===== config.mk =====
export PLATFORM = sky130hd
export DESIGN_NAME = tdc_stamp
export DESIGN_NICKNAME = d
export VERILOG_FILES = /design/src/rtl/tdc_stamp.sv
export SDC_FILE = /design/constraint.sdc
export NUM_CORES = 1
export LEC_CHECK = 0
export BUFFER_PORTS_ARGS = -buffer_cell sky130_fd_sc_hd__buf_2
export CORE_UTILIZATION = 30
export CTS_CLUSTER_DIAMETER = 150
export DETAILED_ROUTE_END_ITERATION = 8
export PLACE_DENSITY = 0.44
export SKIP_CTS_REPAIR_TIMING = 1
export SYNTH_ARGS = -nofsm -noshare
export SYNTH_HDL_FRONTEND = slang
export SYNTH_SLANG_ARGS = --single-unit

===== constraint.sdc =====
create_clock -name clk -period 13.4 [get_ports clk]
set_input_delay 2.68 -clock clk [delete_from_list [all_inputs] [get_ports clk]]
set_output_delay 2.68 -clock clk [all_outputs]
set_load 0.1 [all_outputs]

===== src/rtl/tdc_stamp.sv =====
module tdc_stamp #(
  parameter int NUM_TAPS = 16,
  parameter int CNT_W    = 16,
  parameter int CLK_PS   = 8000,
  parameter int TAP_PS   = 50,
  localparam int IDX_W   = $clog2(NUM_TAPS),
  localparam longint MAX_T = ((longint'(1) << CNT_W) - 1) * CLK_PS + longint'(NUM_TAPS - 1) * TAP_PS,
  localparam int TIME_W  = $clog2(MAX_T + 1)
) (
  input  logic                clk,
  input  logic                rst,
  input  logic                edge_sel,
  input  logic                evt_in,
  input  logic [NUM_TAPS-1:0] taps,
  output logic                stamp_valid,
  output logic [CNT_W-1:0]    stamp_coarse,
  output logic [IDX_W-1:0]    stamp_fine,
  output logic [TIME_W-1:0]   stamp_time
);

  logic [CNT_W-1:0]    cnt;
  logic [2:0]          sync_q;
  logic                pending;
  logic [CNT_W-1:0]    cap_cnt;
  logic [NUM_TAPS-1:0] cap_taps;
  logic [IDX_W-1:0]    hi_idx;
  logic                edge_hit;

  assign edge_hit = edge_sel ? (sync_q[1] & ~sync_q[2]) : (~sync_q[1] & sync_q[2]);

  always_comb begin
    hi_idx = '0;
    for (int i = 0; i < NUM_TAPS; i++)
      if (cap_taps[i]) hi_idx = IDX_W'(i);
  end

  always_ff @(posedge clk) begin
    if (rst) begin
      cnt          <= '0;
      sync_q       <= '0;
      pending      <= 1'b0;
      cap_cnt      <= '0;
      cap_taps     <= '0;
      stamp_valid  <= 1'b0;
      stamp_coarse <= '0;
      stamp_fine   <= '0;
      stamp_time   <= '0;
    end else begin
      cnt         <= cnt + 1'b1;
      sync_q      <= {sync_q[1:0], evt_in};
      stamp_valid <= 1'b0;
      if (pending) begin
        pending      <= 1'b0;
        stamp_valid  <= 1'b1;
        stamp_coarse <= cap_cnt;
        stamp_fine   <= hi_idx;
        stamp_time   <= TIME_W'(cap_cnt) * TIME_W'(CLK_PS) + TIME_W'(hi_idx) * TIME_W'(TAP_PS);
      end else if (edge_hit) begin
        pending  <= 1'b1;
        cap_cnt  <= cnt;
        cap_taps <= taps;
      end
    end
  end

endmodule


==> flow_summary.ini <==
[setup_path]
critical_path.max_fanout = 8
cp_cell_sequence = inv_1 > fa_1 > fa_1 > fa_1 > fa_1 > inv_1 > ha_1 > a21oi_1 > o211ai_1 > a211oi_1 > xnor2_1 > nand3_1 > or4_4 > o211a_1 > nor4_1
worstPathArrival_ns = 5.97
slowest_delay_ns = 0.55
cpLargestDelayFamily = adder cells
start_kind = register
setup.worst_path.class = reg2reg
crit_slowest_cell = fa_1
worst-path-buf-inv = 2
required_ns = 13.68
end_kind = register
cpMostUsedCell = fa_1

[synthesis]
synth.most_common_cell = dfxtp_1
synthTopCellsByArea = dfxtp_1 (27%), fa_1 (16%), ha_1 (12%)
syn_inst = 810
synth_top_area_share_pct = 26.87
synth_common_cells = dfxtp_1 (97), inv_1 (95), nand2_1 (92)
synth_edf_count = 0
syn-num-nets = 953
ys_types = 68
synth_area_mm2 = 0.007228
ys_warn_count = 0
ys_ff_latch = 97
yosysSeqAreaShare_pct = 26.87
syn_area_per_cell_um2 = 8.924
yosys.area.top_type = dfxtp_1
synth_flop_cell = dfxtp_1
async_reset_ff_share_pct = 0

[floorplanning]
die_x_um = 157.2
die_y_um = 157.2
start_util_pct = 30.70
die_area_mm2 = 0.02472
io_pins = 70
core_mm2 = 0.02354
rows = 56

[route]
drt_iter0_drc = 225
via_per_inst = 4.576
routed_wl_um = 16120
drtAntennaViolNets = 0
firstDrtPassIters = 5
vias = 5413
drcViolationCount = 0
wl_per_cell_um = 13.63

[global_routing]
grt_max_degree = 77
antenna_found_initial = 0
grt.overflow.total = 0
grt_util_met1_pct = 19.14
grt_use_met2_pct = 22.46
grt_pass1_vias = 5409
busiest_layer = met2
grt_pass1_wl_um = 27190
grtUsageMet3_pct = 2.808
grt.total_usage_pct = 13.93

[power]
vdd_drop_max_v = 0.00004928
power_density_mw_per_mm2 = 78.18
netSwitchingPower_mw = 0.1883
p_leak_nw = 3.504
p_int_mw = 0.4464
power_frac_comb_pct = 12.4
pwr-share-seq_pct = 46.8
finalPower_mw = 0.6347
p_clk_share_pct = 40.8
switching_share_pct = 29.67

[cells_and_area]
drive_gt1_share_pct = 13.08
fin_area_mm2 = 0.008119
antenna_cells = 0
fin_nets = 1002
area_delta_synth_final_pct = 12.32

[clocking]
cts_buffer_depth = 2
insertion_delay_ns = 0.37
path_clk_slew_ns = 0.09
cts_tree = built
cts_root_buf = clkbuf_16
cts_sinks = 97
cts_htree_levels = 3
cts_buffers = 9

[run_status]
outcome = completed

[timing]
fin_setup_tns_ns = 0
whs_ns = 0.4410
hold_viol = 0
tightest_slew_ns = 0.8591
slew_headroom_pct = 42.73
min_period_ns = 5.689
setup_violations = 0
rsz0062_at_grt = no
min_period_over_period_pct = 42.45
fin_worst_skew_ns = 0.01690
max_freq_ghz = 0.1758
drv_slew = 0

[placed_design]
port_buffers = 67
placed_cell_area_mm2 = 0.007840
place.gp.congestion = 0.7535
place_hpwl_um = 12270

[worst_hold_path]
hold_path_class = reg2reg

[flow_run]
drv_cap = 0
## power by group through the flow
stage          registers, mW  logic, mW  clock network [mW]
3_3_place_gp           0.304     0.0794                   0
6_report               0.297     0.0785               0.259
2_1_floorplan          0.320     0.0473                   0
5_1_grt                0.298     0.0882               0.281
4_1_cts                0.297     0.0803               0.271
3_5_place_dp           0.304     0.0800                   0
## state kept, by name (all words and copies together), names as in the netlist
| register | count |
|---|---|
| pending | 1 |
| stamp_coarse | 16 |
| sync_q | 3 |
| stamp_time | 25 |
| stamp_fine | 4 |
| cap_cnt | 16 |
| cap_taps | 15 |
| cnt | 16 |
| stamp_valid | 1 |
## area by class of cell
cell class	count	area [um^2]
Tap cell	319	399.1
Multi-Input combinational cell	585	4771
Clock inverter	6	50.05
Sequential cell	97	1946
Inverter	95	356.6
Timing Repair Buffer	71	367.9
Fill cell	2550	15420
Clock buffer	10	229.0
## metal layers
layer,vias to the layer above,wire [um]
met1,2534,8358
met2,51,7282
met5,-,0
met3,12,350
li1,2816,-
met4,0,131
## path summary, 6_finish.rpt
path / start / end / slack, ns / cells past startpoint
max: cap_cnt[5]$_SDFFE_PP0P_ / stamp_time[24]$_SDFFE_PP0P_ / 7.71 / 15
min: sync_q[0]$_SDFF_PP0_ / sync_q[1]$_SDFF_PP0_ / 0.44 / 1
max reg2reg: cap_cnt[5]$_SDFFE_PP0P_ / stamp_time[24]$_SDFFE_PP0P_ / 7.71 / 15
min reg2reg: sync_q[0]$_SDFF_PP0_ / sync_q[1]$_SDFF_PP0_ / 0.44 / 1
## through the flow
stage	instances	setup WS, ns	utilization (%)
after global routing	1183	7.290	34.49
after detailed placement	1167	7.696	33.30
final	1183	7.711	34.49
after CTS	1183	7.668	34.49
after floorplan	810	8.354	-
after global placement	1167	7.714	33.30
## logic make-up after synthesis
group	synth area share, %
xor gates and xnor gates	5.678
muxes	3.185
adders and majority gates	27.11
and+or+nand+nor	17.26
DFF	26.87
buffers and inverters	7.184
AOI/OAI and AO/OA	12.67
other	0.05188
## layout by cell type, fill, tap and decap left out, types with 17 or more instances in the layout
cell type and count:
inv_1 95, nand2_1 92, nor2_1 78, mux2i_1 23, buf_2 66, a211oi_1 18, dfxtp_1 96, xnor2_1 25
nand3_1 17, fa_1 56, ha_1 67, a21oi_1 56
No activity file was read; power rests on OpenSTA's default activity.
